<file path="config.mk">
export PLATFORM = sky130hd
export DESIGN_NAME = dual_ptr_unit
export DESIGN_NICKNAME = d
export VERILOG_FILES = /design/src/rtl/dual_ptr_pkg.sv /design/src/rtl/dual_ptr_decode.sv /design/src/rtl/dual_ptr_index.sv /design/src/rtl/dual_ptr_stack.sv /design/src/rtl/dual_ptr_unit.sv
export SDC_FILE = /design/constraint.sdc
export NUM_CORES = 1
export LEC_CHECK = 0
export ABC_AREA = 1
export BUFFER_PORTS_ARGS = -buffer_cell sky130_fd_sc_hd__clkbuf_2
export CAP_MARGIN = 20
export CORE_ASPECT_RATIO = 0.8
export CORE_MARGIN = 3
export CORE_UTILIZATION = 61
export DETAILED_ROUTE_END_ITERATION = 12
export PLACE_DENSITY = 0.85
export SLEW_MARGIN = 20
export SYNTH_ARGS = -nofsm -noshare
export SYNTH_HDL_FRONTEND = slang
export SYNTH_SLANG_ARGS = --single-unit
</file>
<file path="constraint.sdc">
create_clock -name clk -period 5 [get_ports clk]
set_input_delay 0.5 -clock clk [delete_from_list [all_inputs] [get_ports clk]]
set_output_delay 0.5 -clock clk [all_outputs]
set_load 0.005 [all_outputs]
</file>
<file path="src/rtl/dual_ptr_pkg.sv">
package dual_ptr_pkg;

   typedef enum logic [2:0] {
      SRC_W    = 3'd0,
      SRC_IP   = 3'd1,
      SRC_PSTK = 3'd2,
      SRC_RSTK = 3'd3,
      SRC_MW   = 3'd4,
      SRC_MIP  = 3'd5,
      SRC_ZERO = 3'd6,
      SRC_ALU  = 3'd7
   } src_e;

   typedef enum logic [2:0] {
      DST_W    = 3'd0,
      DST_IP   = 3'd1,
      DST_PSTK = 3'd2,
      DST_RSTK = 3'd3,
      DST_MW   = 3'd4,
      DST_OPL  = 3'd5,
      DST_OPA  = 3'd6,
      DST_OPB  = 3'd7
   } dst_e;

   typedef struct packed {
      logic is_move;   // class 0x00..0x7F
      logic is_step;   // class 0x80..0x8F, bit 2 clear
      logic is_ie;     // class 0x80..0x8F, bit 2 set
      logic hi;        // byte lane
      src_e src;
      dst_e dst;
      logic up;        // step direction or enable value
      logic on_sp;     // step targets a stack pointer
      logic sel;       // which member of the pair
   } dec_t;

endpackage

</file>
<file path="src/rtl/dual_ptr_decode.sv">
module dual_ptr_decode
   import dual_ptr_pkg::*;
(
   input  logic [7:0] instr_i,
   output dec_t       dec_o
);

   logic step_class;

   always_comb begin
      step_class    = (instr_i[7:4] == 4'h8);
      dec_o.is_move = ~instr_i[7];
      dec_o.is_step = step_class & ~instr_i[2];
      dec_o.is_ie   = step_class & instr_i[2];
      dec_o.hi      = instr_i[6];
      dec_o.src     = src_e'(instr_i[5:3]);
      dec_o.dst     = dst_e'(instr_i[2:0]);
      dec_o.up      = instr_i[3];
      dec_o.on_sp   = instr_i[1];
      dec_o.sel     = instr_i[0];
   end

endmodule

</file>
<file path="src/rtl/dual_ptr_index.sv">
module dual_ptr_index #(
   parameter int IDX_W  = 16,
   parameter int BYTE_W = 8
) (
   input  logic              clk,
   input  logic              rst_n,
   input  logic              wr_en,
   input  logic              wr_hi,
   input  logic [BYTE_W-1:0] wr_byte,
   input  logic              step_en,
   input  logic              step_up,
   output logic [IDX_W-1:0]  q
);

   logic [IDX_W-1:0] nxt;

   always_comb begin
      nxt = q;
      if (step_en) begin
         nxt = step_up ? q + IDX_W'(1) : q - IDX_W'(1);
      end else if (wr_en) begin
         if (wr_hi) nxt[IDX_W-1:BYTE_W] = wr_byte;
         else       nxt[BYTE_W-1:0]     = wr_byte;
      end
   end

   always_ff @(posedge clk) begin
      if (!rst_n) q <= '0;
      else        q <= nxt;
   end

endmodule

</file>
<file path="src/rtl/dual_ptr_stack.sv">
module dual_ptr_stack #(
   parameter int SP_W = 8
) (
   input  logic            clk,
   input  logic            rst_n,
   input  logic            step_en,
   input  logic            step_up,
   output logic [SP_W-1:0] q
);

   always_ff @(posedge clk) begin
      if (!rst_n)       q <= '0;
      else if (step_en) q <= step_up ? q + SP_W'(1) : q - SP_W'(1);
   end

endmodule

</file>
<file path="src/rtl/dual_ptr_unit.sv">
module dual_ptr_unit
   import dual_ptr_pkg::*;
#(
   parameter int IDX_W  = 16,
   parameter int SP_W   = 8,
   parameter int BYTE_W = 8
) (
   input  logic              clk,
   input  logic              rst_n,
   input  logic [7:0]        instr_i,
   input  logic [BYTE_W-1:0] move_data_i,
   output logic [BYTE_W-1:0] idx_rd_o,
   output logic              stk_rd_en_o,
   output logic [SP_W+1:0]   stk_rd_addr_o,
   output logic              stk_we_o,
   output logic [SP_W+1:0]   stk_wr_addr_o,
   output logic              dm_rd_en_o,
   output logic [IDX_W-1:0]  dm_rd_addr_o,
   output logic              dm_we_o,
   output logic [IDX_W-1:0]  dm_wr_addr_o,
   output logic              irq_en_o
);

   localparam int NPAIR  = 2;
   localparam int STK_AW = SP_W + 2;

   if (IDX_W != 2 * BYTE_W) begin : g_bad_idx
      $error("dual_ptr_unit: IDX_W must be two byte lanes");
   end
   if (SP_W < 1) begin : g_bad_sp
      $error("dual_ptr_unit: SP_W must be positive");
   end

   dec_t dec;
   logic [NPAIR-1:0][IDX_W-1:0] idx_q;
   logic [NPAIR-1:0][SP_W-1:0]  sp_q;
   logic                        ie_q;

   dual_ptr_decode u_dec (
      .instr_i (instr_i),
      .dec_o   (dec)
   );

   for (genvar i = 0; i < NPAIR; i++) begin : g_pair
      dual_ptr_index #(.IDX_W(IDX_W), .BYTE_W(BYTE_W)) u_idx (
         .clk     (clk),
         .rst_n   (rst_n),
         .wr_en   (dec.is_move && dec.dst[2:1] == 2'b00 && dec.dst[0] == 1'(i)),
         .wr_hi   (dec.hi),
         .wr_byte (move_data_i),
         .step_en (dec.is_step && !dec.on_sp && dec.sel == 1'(i)),
         .step_up (dec.up),
         .q       (idx_q[i])
      );
      dual_ptr_stack #(.SP_W(SP_W)) u_sp (
         .clk     (clk),
         .rst_n   (rst_n),
         .step_en (dec.is_step && dec.on_sp && dec.sel == 1'(i)),
         .step_up (dec.up),
         .q       (sp_q[i])
      );
   end

   always_ff @(posedge clk) begin
      if (!rst_n)         ie_q <= 1'b0;
      else if (dec.is_ie) ie_q <= dec.up;
   end

   always_comb begin
      idx_rd_o      = dec.hi ? idx_q[dec.src[0]][IDX_W-1:BYTE_W]
                             : idx_q[dec.src[0]][BYTE_W-1:0];
      stk_rd_en_o   = dec.is_move && (dec.src == SRC_PSTK || dec.src == SRC_RSTK);
      stk_rd_addr_o = STK_AW'({dec.src[0], sp_q[dec.src[0]], dec.hi});
      dm_rd_en_o    = dec.is_move && (dec.src == SRC_MW || dec.src == SRC_MIP);
      dm_rd_addr_o  = idx_q[dec.src[0]];
      stk_we_o      = dec.is_move && (dec.dst == DST_PSTK || dec.dst == DST_RSTK);
      stk_wr_addr_o = STK_AW'({dec.dst[0], sp_q[dec.dst[0]], dec.hi});
      dm_we_o       = dec.is_move && dec.dst == DST_MW;
      dm_wr_addr_o  = idx_q[0];
      irq_en_o      = ie_q;
   end

endmodule

</file>
==> flow_summary.ini, run 1 <==
[sta]
finalHoldViolCount = 0
relSlewSlack = 0.493
slew_viol_final = 0
rsz0062_at_grt = false
finalSetupViolCount = 0
tightest_slew_ns = 0.760
finalSetupTns_ns = 0
fin_crit_sh = 0.526
max_freq_mhz = 380
holdWs_ns = 0.484
skew_ns = 0.00269
fin_crit_ns = 2.63

[finish]
multi_input_area_um2 = 3500
layout.nets = 986
stdcell_count = 1033
final_cell_mix = 276 x nand2_1, 132 x inv_1, 82 x clkbuf_2, 59 x nand3_1
fin_area_um2 = 5660
diodes = 0
drive_above_1_share = 0.145
fillCellCount = 752
register_area_um2 = 981
area_growth_pct = 8.88
final_common_cell = nand2_1

[job]
max_cap_viol_count = 0

[routing]
drt_wl_total_um = 15200
post-route-drc-count = 0
drtPass1Iterations = 6
vias_per_cell = 5.60
route.antenna.remaining_nets = 0
routedWlPerCell_um = 14.7
via_count = 5788
first_iter_violations = 540

[clock_tree]
numCtsBuffers = 5
cts_tree = done
cts_setup_buffers = 0
clkTransAtPathRegs_ns = 0.10
cts_sinks = 49
hold_buffers = 0
post_cts_resized = 0
clock_latency_ns = 0.31
clockRootBuffer = clkbuf_8
cts_buffer_depth = 2
htree_levels = 2

[synthesis]
ys.flop_type = dfxtp_1
yosysUniqueCellTypes = 39
syn_nets = 925
netlist_instances = 863
avgSynthCellArea_um2 = 6.03
yosysWarningCount = 0
synthArstFlopShare = 0
synth_seq_cells = 49
synth-edff-count = 0
ys_seq_area_frac = 0.189
synth_area_um2 = 5200

[global_routing]
grt_antenna_before_repair = 0
grt_pass1_wl_um = 24600
track_usage = 0.316
grt_pass1_vias = 5223
grt_overflow = 0
grt_max_degree = 55

[power]
power_density_nw_per_um2 = 158
ir_drop_mv = 0.103
p_leak_nw = 3.08
finalPower_mw = 0.897

[critical_path]
cp.required_ns = 4.50
path_class = in -> out
start_kind = input pin
slowest_delay_ns = 0.55
worstSetupEndpointType = primary output
crit_slowest_cell = buf_4
arrival_ns = 2.13
critPathMaxFanout = 54
path_cells = clkbuf_2 -> clkinv_1 -> buf_4 -> or2_2 -> o21ai_0 -> o21ai_0 -> clkbuf_2

[floorplan]
die_x_um = 109
pin_count = 83
start_util = 0.643
rows = 29
core_um2 = 8090
dieArea_um2 = 9680
chipHeight_um = 88.6

[outcome]
outcome = finished clean

[placed_design]
gp_congestion = 0.922
portBuffers = 82
placed_cells = 1025
place_area_um2 = 5570
dp_hpwl_um = 11700

[hold_path]
holdCritPathClass = reg -> reg
-- layout make-up --
cell class,instances,share of cell area
Multi-Input combinational cell,645,0.618
Sequential cell,49,0.173
Inverter,139,0.0926
Timing Repair Buffer,84,0.0751
Tap cell,108,0.0239
Clock buffer,6,0.0146
Clock inverter,2,0.00243
-- power by group --
part	switching, mW	leakage, nW	total (mW)	internal [mW]
combinational	0.152	2.64	0.229	0.0769
sequential	0.00913	0.396	0.407	0.397
clock	0.149	0.0512	0.262	0.113
total	0.310	3.08	0.897	0.587
-- state kept, by name, summed over array words and instances (netlist names) --
register,count
irq_en_o,1
g_pair.u_idx.q,32
g_pair.u_sp.q,16
-- routing by layer --
layer	up-vias	GRT usage	part of all wire	wire length [um]
li1	2888	-	-	-
met1	2621	0.442	0.45	6780
met2	234	0.504	0.45	6890
met3	45	0.0365	0.068	1040
met4	0	0.120	0.034	515
met5	-	0	0	0
-- logic make-up (layout without fill, tap and decap cells) --
kind of cell             count (synthesis)  count (layout)  share of synthesized area
buffers and inverters                  169             231                      0.138
AND/OR/NAND/NOR                        422             422                      0.357
XOR/XNOR                                18              18                     0.0303
adder cells (fa/ha/maj)                 44              44                      0.112
flip-flops                              49              49                      0.189
AO/OA/AOI/OAI                          161             161                      0.174
-- stage by stage --
stage | worst slack, ns | utilization
finish | 2.37 | 0.700
global route | 2.38 | 0.700
CTS | 2.50 | 0.700
detailed placement | 2.36 | 0.688
global placement | 2.42 | 0.688
floorplan | 1.49 | -
-- synth_stat cells, drive strengths merged (3+ instances only) --
library cell / number / share of area
nand2: 283 / 0.21
dfxtp: 49 / 0.19
fa: 4 / 0.015
xor2: 11 / 0.019
xnor2: 7 / 0.012
o21ai: 72 / 0.071
o31ai: 16 / 0.023
or2: 10 / 0.012
inv: 138 / 0.10
ha: 40 / 0.096
buf: 22 / 0.032
nand4: 11 / 0.016
a21oi: 65 / 0.069
clkbuf: 8 / 0.0060
nor2: 43 / 0.038
and2: 3 / 0.0036
nor3: 6 / 0.0058
nand3b: 3 / 0.0043
nand3: 63 / 0.070
-- critical path, delay by kind of cell --
| kind | cells | cell delay (ns) |
|---|---|---|
| compound gates | 2 | 0.52 |
| simple gates | 1 | 0.22 |
| buf+inv | 4 | 0.84 |
-- final timing paths --
kind / from / end / slack, ns / depth (start not counted)
setup reg to reg: g_pair[1].u_idx.q[0] / g_pair[1].u_idx.q[12] / 2.95 / 8
setup / recovery: instr_i[3] / idx_rd_o[2] / 2.37 / 7
hold / removal: irq_en_o / irq_en_o / 0.48 / 2
hold reg to reg: irq_en_o / irq_en_o / 0.48 / 2
(Power assumes the default switching activity.)
==> inputs of run 2 (changes only) <==
--- a/config.mk
+++ b/config.mk
@@ -10,9 +10,9 @@
 export CAP_MARGIN = 20
 export CORE_ASPECT_RATIO = 0.8
 export CORE_MARGIN = 3
-export CORE_UTILIZATION = 61
+export CORE_UTILIZATION = 53
 export DETAILED_ROUTE_END_ITERATION = 12
-export PLACE_DENSITY = 0.85
+export PLACE_DENSITY = 0.78
 export SLEW_MARGIN = 20
 export SYNTH_ARGS = -nofsm -noshare
 export SYNTH_HDL_FRONTEND = slang
==> constraint.sdc (replaced) <==
create_clock -name clk -period 2.2 [get_ports clk]
set_input_delay 0.22 -clock clk [delete_from_list [all_inputs] [get_ports clk]]
set_output_delay 0.22 -clock clk [all_outputs]
set_load 0.005 [all_outputs]
==> run 2 against run 1 <==
Against the previous run:
- global-route usage fell by 5.3 points
- sequential cell count did not move
- register-to-register slack got worse by 2.7 ns
- sequential power rose by 130%
- sequential share of layout area fell by 0.39 points
- largest cell class unchanged
- largest power group unchanged
==> flow_summary.ini, run 2 (synthesized netlist as in run 1, its figures left out) <==
[clock_tree]
clock_latency_ns = 0.30
cts_setup_buffers = 0
htree_levels = 2
post_cts_resized = 0
cts_buffer_depth = 2
hold_buffers = 0
cts_sinks = 49
clkTransAtPathRegs_ns = 0.07
cts_tree = done
numCtsBuffers = 5
clockRootBuffer = clkbuf_16

[floorplan]
die_x_um = 117
start_util = 0.559
chipHeight_um = 94.6
core_um2 = 9310
rows = 31
pin_count = 83
dieArea_um2 = 11000

[critical_path]
path_class = reg -> reg
arrival_ns = 2.11
cp.required_ns = 2.37
start_kind = flip-flop
critPathMaxFanout = 4
worstSetupEndpointType = flip-flop

[routing]
drt_wl_total_um = 14300
drtPass1Iterations = 5
first_iter_violations = 556
routedWlPerCell_um = 13.7
vias_per_cell = 5.27
post-route-drc-count = 0
via_count = 5516
route.antenna.remaining_nets = 0

[placed_design]
portBuffers = 82
gp_congestion = 0.896
placed_cells = 1039
dp_hpwl_um = 11300

[finish]
drive_above_1_share = 0.152
area_growth_pct = 11.4
stdcell_count = 1047
largest_reg_flops = 32
top_register = g_pair.u_idx.q
final_common_cell = nand2_1
diodes = 0
layout.nets = 993
final_cell_mix = 276 x nand2_1, 132 x inv_1, 82 x clkbuf_2, 59 x nand3_1

[sta]
max_freq_mhz = 515
skew_ns = 0.00599
holdWs_ns = 0.286
slew_viol_final = 0
fin_crit_sh = 0.883
finalHoldViolCount = 0
fin_crit_ns = 1.94
rsz0062_at_grt = false
relSlewSlack = 0.661
finalSetupViolCount = 0
tightest_slew_ns = 0.503
finalSetupTns_ns = 0

[global_routing]
grt_max_degree = 43
grt_pass1_wl_um = 23400
grt_antenna_before_repair = 0
grt_overflow = 0
track_usage = 0.264
grt_pass1_vias = 4759

[power]
p_leak_nw = 3.15
power_density_nw_per_um2 = 390
ir_drop_mv = 0.299

[job]
max_cap_viol_count = 0

[outcome]
outcome = finished clean

[hold_path]
holdCritPathClass = in -> reg
[run 2: cell types whose count changed in the layout (fill, tap and decap cells not counted)]
cell       change
buf_4          +6
clkbuf_16      +5
clkbuf_8       -5
buf_12         +1
clkinv_1       -1
inv_2          +1
[run 2: path summary, 6_finish.rpt]
check                  startpoint               endpoint  slack [ns]  cells past startpoint
max          g_pair[1].u_idx.q[0]  g_pair[1].u_idx.q[12]        0.26                      8
min                move_data_i[7]   g_pair[0].u_idx.q[7]        0.29                      3
max reg2reg  g_pair[1].u_idx.q[0]  g_pair[1].u_idx.q[12]        0.26                      8
min reg2reg              irq_en_o               irq_en_o        0.47                      2
[run 2: layout make-up]
cell class                      count  area (um2)
Multi-Input combinational cell    645        3500
Timing Repair Buffer               91         490
Fill cell                         918        3520
Inverter                          139         524
Clock inverter                      2        13.8
Sequential cell                    49         981
Clock buffer                        6         139
Tap cell                          115         144
[run 2: through the flow]
stage	utilization	cell area (um2)	power (mW)	setup slack [ns]
final	0.622	5790	2.26	0.256
after global routing	0.622	5790	2.36	0.0372
after CTS	0.622	5790	2.26	0.273
after detailed placement	0.606	5640	1.46	0.107
after global placement	0.606	5640	1.45	0.170
after floorplan	-	5210	1.30	0.126
[run 2: routing by layer]
metal | track usage | up-vias | wire length [um]
li1 | - | 2909 | -
met1 | 0.406 | 2416 | 7030
met2 | 0.382 | 164 | 5950
met3 | 0.0307 | 27 | 999
met4 | 0.0735 | 0 | 364
met5 | 0 | - | 0
[run 2: worst max-delay path, stage by stage (launching register included)]
cell,delay [ns]
dfxtp_1,0.38
inv_1,0.11
fa_1,0.51
o21ai_0,0.40
nand3_1,0.15
nand3_1,0.10
nand2_1,0.05
nand3_1,0.06
a21oi_1,0.06
[run 2: report_power, final]
part           total (mW)  switching, mW  internal, mW  leakage (nW)
Combinational       0.523          0.338         0.185          2.68
Sequential          0.924         0.0204         0.903         0.396
Clock               0.812          0.358         0.453        0.0768
Total                2.26          0.717          1.54          3.15
==> inputs of run 3 (changes only) <==
--- a/config.mk
+++ b/config.mk
@@ -5,14 +5,14 @@
 export SDC_FILE = /design/constraint.sdc
 export NUM_CORES = 1
 export LEC_CHECK = 0
-export ABC_AREA = 1
 export BUFFER_PORTS_ARGS = -buffer_cell sky130_fd_sc_hd__clkbuf_2
-export CAP_MARGIN = 20
+export CELL_PAD_IN_SITES_DETAIL_PLACEMENT = 1
+export CELL_PAD_IN_SITES_GLOBAL_PLACEMENT = 2
 export CORE_ASPECT_RATIO = 0.8
 export CORE_MARGIN = 3
-export CORE_UTILIZATION = 53
+export CORE_UTILIZATION = 30
 export DETAILED_ROUTE_END_ITERATION = 12
-export PLACE_DENSITY = 0.78
+export PLACE_DENSITY_LB_ADDON = 0.1
 export SLEW_MARGIN = 20
 export SYNTH_ARGS = -nofsm -noshare
 export SYNTH_HDL_FRONTEND = slang
==> run 3 against run 2 <==
Against the previous run:
- worst hold slack worse by 0.016 ns
- highest routed layer unchanged
- sequential power fell by 0.4%
- largest power group unchanged
- final cell count fell by 11%
- synthesized cell count fell by 34%
- critical endpoint is now g_pair[1].u_idx.q[15]
==> flow_summary.ini, run 3 <==
[outcome]
outcome = finished clean

[synthesis]
post-synth-top-count-cell = nor2_1
yosysUniqueCellTypes = 60
yosysTopAreaCell = dfxtp_1
ys.flop_type = dfxtp_1
yosys-top-cells-area = dfxtp_1 22%, ha_1 11%, mux2_2 9.5%, o21ai_0 5.1%, a21oi_1 4.6%
synthArstFlopShare = 0
syn_nets = 633
ys_seq_area_frac = 0.217
netlist_instances = 571
synth_common_cells = 53 x nor2_1, 51 x nand2_1, 49 x dfxtp_1, 46 x o21ai_0, 42 x a21oi_1
avgSynthCellArea_um2 = 7.92
synth_area_um2 = 4520
yosysTopAreaCellShare = 0.217
synth-edff-count = 0
yosysWarningCount = 0
synth_seq_cells = 49

[power]
seq_power_share = 0.390
finalPower_mw = 2.36
p_leak_nw = 2.90
clock_power_share = 0.329
p_switching_mw = 0.738
p_int_mw = 1.62
p_comb_frac = 0.281
p_sw_frac = 0.312
ir_drop_mv = 0.272
power_density_nw_per_um2 = 368

[job]
max_cap_viol_count = 0

[global_routing]
grt_pass1_wl_um = 28400
grt_pass1_vias = 5131
grt_antenna_before_repair = 0
grt_overflow = 0
grt_max_degree = 36
track_usage = 0.219

[routing]
drt_wl_total_um = 18600
vias_per_cell = 5.47
first_iter_violations = 280
routedWlPerCell_um = 20.1
route.antenna.remaining_nets = 0
post-route-drc-count = 0
drtPass1Iterations = 4
via_count = 5078

[placed_design]
place_area_um2 = 6060
gp_congestion = 0.894
placed_cells = 919
pre_cts_slack_ns = -0.353
dp_hpwl_um = 14500
portBuffers = 82

[floorplan]
start_util = 0.311
pin_count = 83
rows = 39
dieArea_um2 = 16600
die_x_um = 143
core_um2 = 14500
chipHeight_um = 116

[sta]
slew_viol_final = 0
finalHoldViolCount = 0
fin_crit_sh = 0.972
finalWorstSetupSlack_ns = 0.0615
max_freq_mhz = 468
tightest_slew_ns = 0.730
finalSetupViolCount = 0
relSlewSlack = 0.513
rsz0062_at_grt = true
skew_ns = 0.00746
fin_crit_ns = 2.14

[clock_tree]
cts_tree = done
cts_buffer_depth = 2
numCtsBuffers = 5
clock_latency_ns = 0.30
clkTransAtPathRegs_ns = 0.07
htree_levels = 2
hold_buffers = 0
cts_sinks = 49
clockRootBuffer = clkbuf_16

[finish]
diodes = 0
stdcell_count = 929
largest_reg_flops = 32
top_register = g_pair.u_idx.q
drive_above_1_share = 0.399
final_cell_mix = 114 x buf_4, 82 x clkbuf_2, 52 x nor2_1, 51 x nand2_1, 48 x dfxtp_1
area_growth_pct = 42.0
fin_area_um2 = 6420
fin_util = 0.442
final_common_cell = buf_4
layout.nets = 808

[critical_path]
cp.required_ns = 2.35
path_class = in -> reg
r2r-start = g_pair[0].u_idx.q[0]
critPathMaxFanout = 13
start_kind = input pin
r2r_setup_slack_ns = 0.06
arrival_ns = 2.29
crit_start = instr_i[3]
worstSetupEndpointType = flip-flop

[hold_path]
hp-start = move_data_i[0]
holdCritPathClass = in -> reg
-- run 3: changes by cell type in the layout (fill, tap and decap cells not counted), sizes merged, moves of 16 or more --
cell | previous run | this run
mux2 | 0 | 38
buf | 9 | 117
nand2 | 283 | 51
xnor2 | 7 | 23
a21oi | 65 | 42
o21ai | 72 | 47
inv | 138 | 13
nand3 | 63 | 16
-- run 3: cell type report --
cell class,instances,area (um2)
multi-input combinational,477,3710
clock buffer,5,125
tap,184,230
fill,1781,8120
timing repair buffer,199,1320
clock inverter,1,5.00
sequential,49,982
inverter,14,56.3
-- run 3: cell families after synthesis --
kind of cell / count (synthesis) / synth area share
buffers and inverters: 45 / 0.0415
AND/OR/NAND/NOR: 177 / 0.188
AO/OA/AOI/OAI: 180 / 0.254
flip-flops: 49 / 0.217
adder cells (fa/ha/maj): 44 / 0.128
XOR/XNOR: 28 / 0.0542
multiplexers: 48 / 0.117
-- run 3: final timing paths --
kind / end / cells past startpoint
worst min register to register: irq_en_o / 2
worst max-delay path: g_pair[1].u_idx.q[15] / 11
worst min-delay path: g_pair[0].u_idx.q[8] / 3
worst max register to register: g_pair[0].u_idx.q[14] / 10
-- run 3: routing by layer --
metal,GRT usage,vias up,part of all wire
met5,0,-,0
met4,0.0458,0,0.014
met3,0.0322,20,0.048
met2,0.346,121,0.45
met1,0.319,2465,0.49
li1,-,2472,-
-- run 3: through the flow --
stage,hold slack [ns],setup TNS (ns)
final,0.270,0
after global routing,0.281,-0.176
after CTS,0.250,0
after detailed placement,0.452,-3.52
after global placement,0.448,-2.17
after floorplan,0.363,-10.73
-- run 3: power groups by stage --
stage	clock network [mW]	logic, mW	registers, mW
final	0.777	0.664	0.920
after floorplan	0	0.338	0.935
after CTS	0.799	0.625	0.919
after global routing	0.845	0.725	0.922
after global placement	0	0.601	0.940
after detailed placement	0	0.618	0.940
-- run 3: repair_timing --
action / 4_1_cts / 5_1_grt
endpoints found under the setup margin: 1 / 10
pin swaps: 0 / 7
gates resized for setup: 2 / 34
setup buffers: 0 / 4
-- run 3: critical path, stage by stage --
cell and delay (ns):
clkbuf_2 0.12, clkinvlp_4 0.16, buf_12 0.19, buf_4 0.19
ha_1 0.32, o21a_1 0.14, o2111ai_1 0.10, a21bo_2 0.24
a31oi_2 0.18, mux2i_1 0.27, o221ai_1 0.16
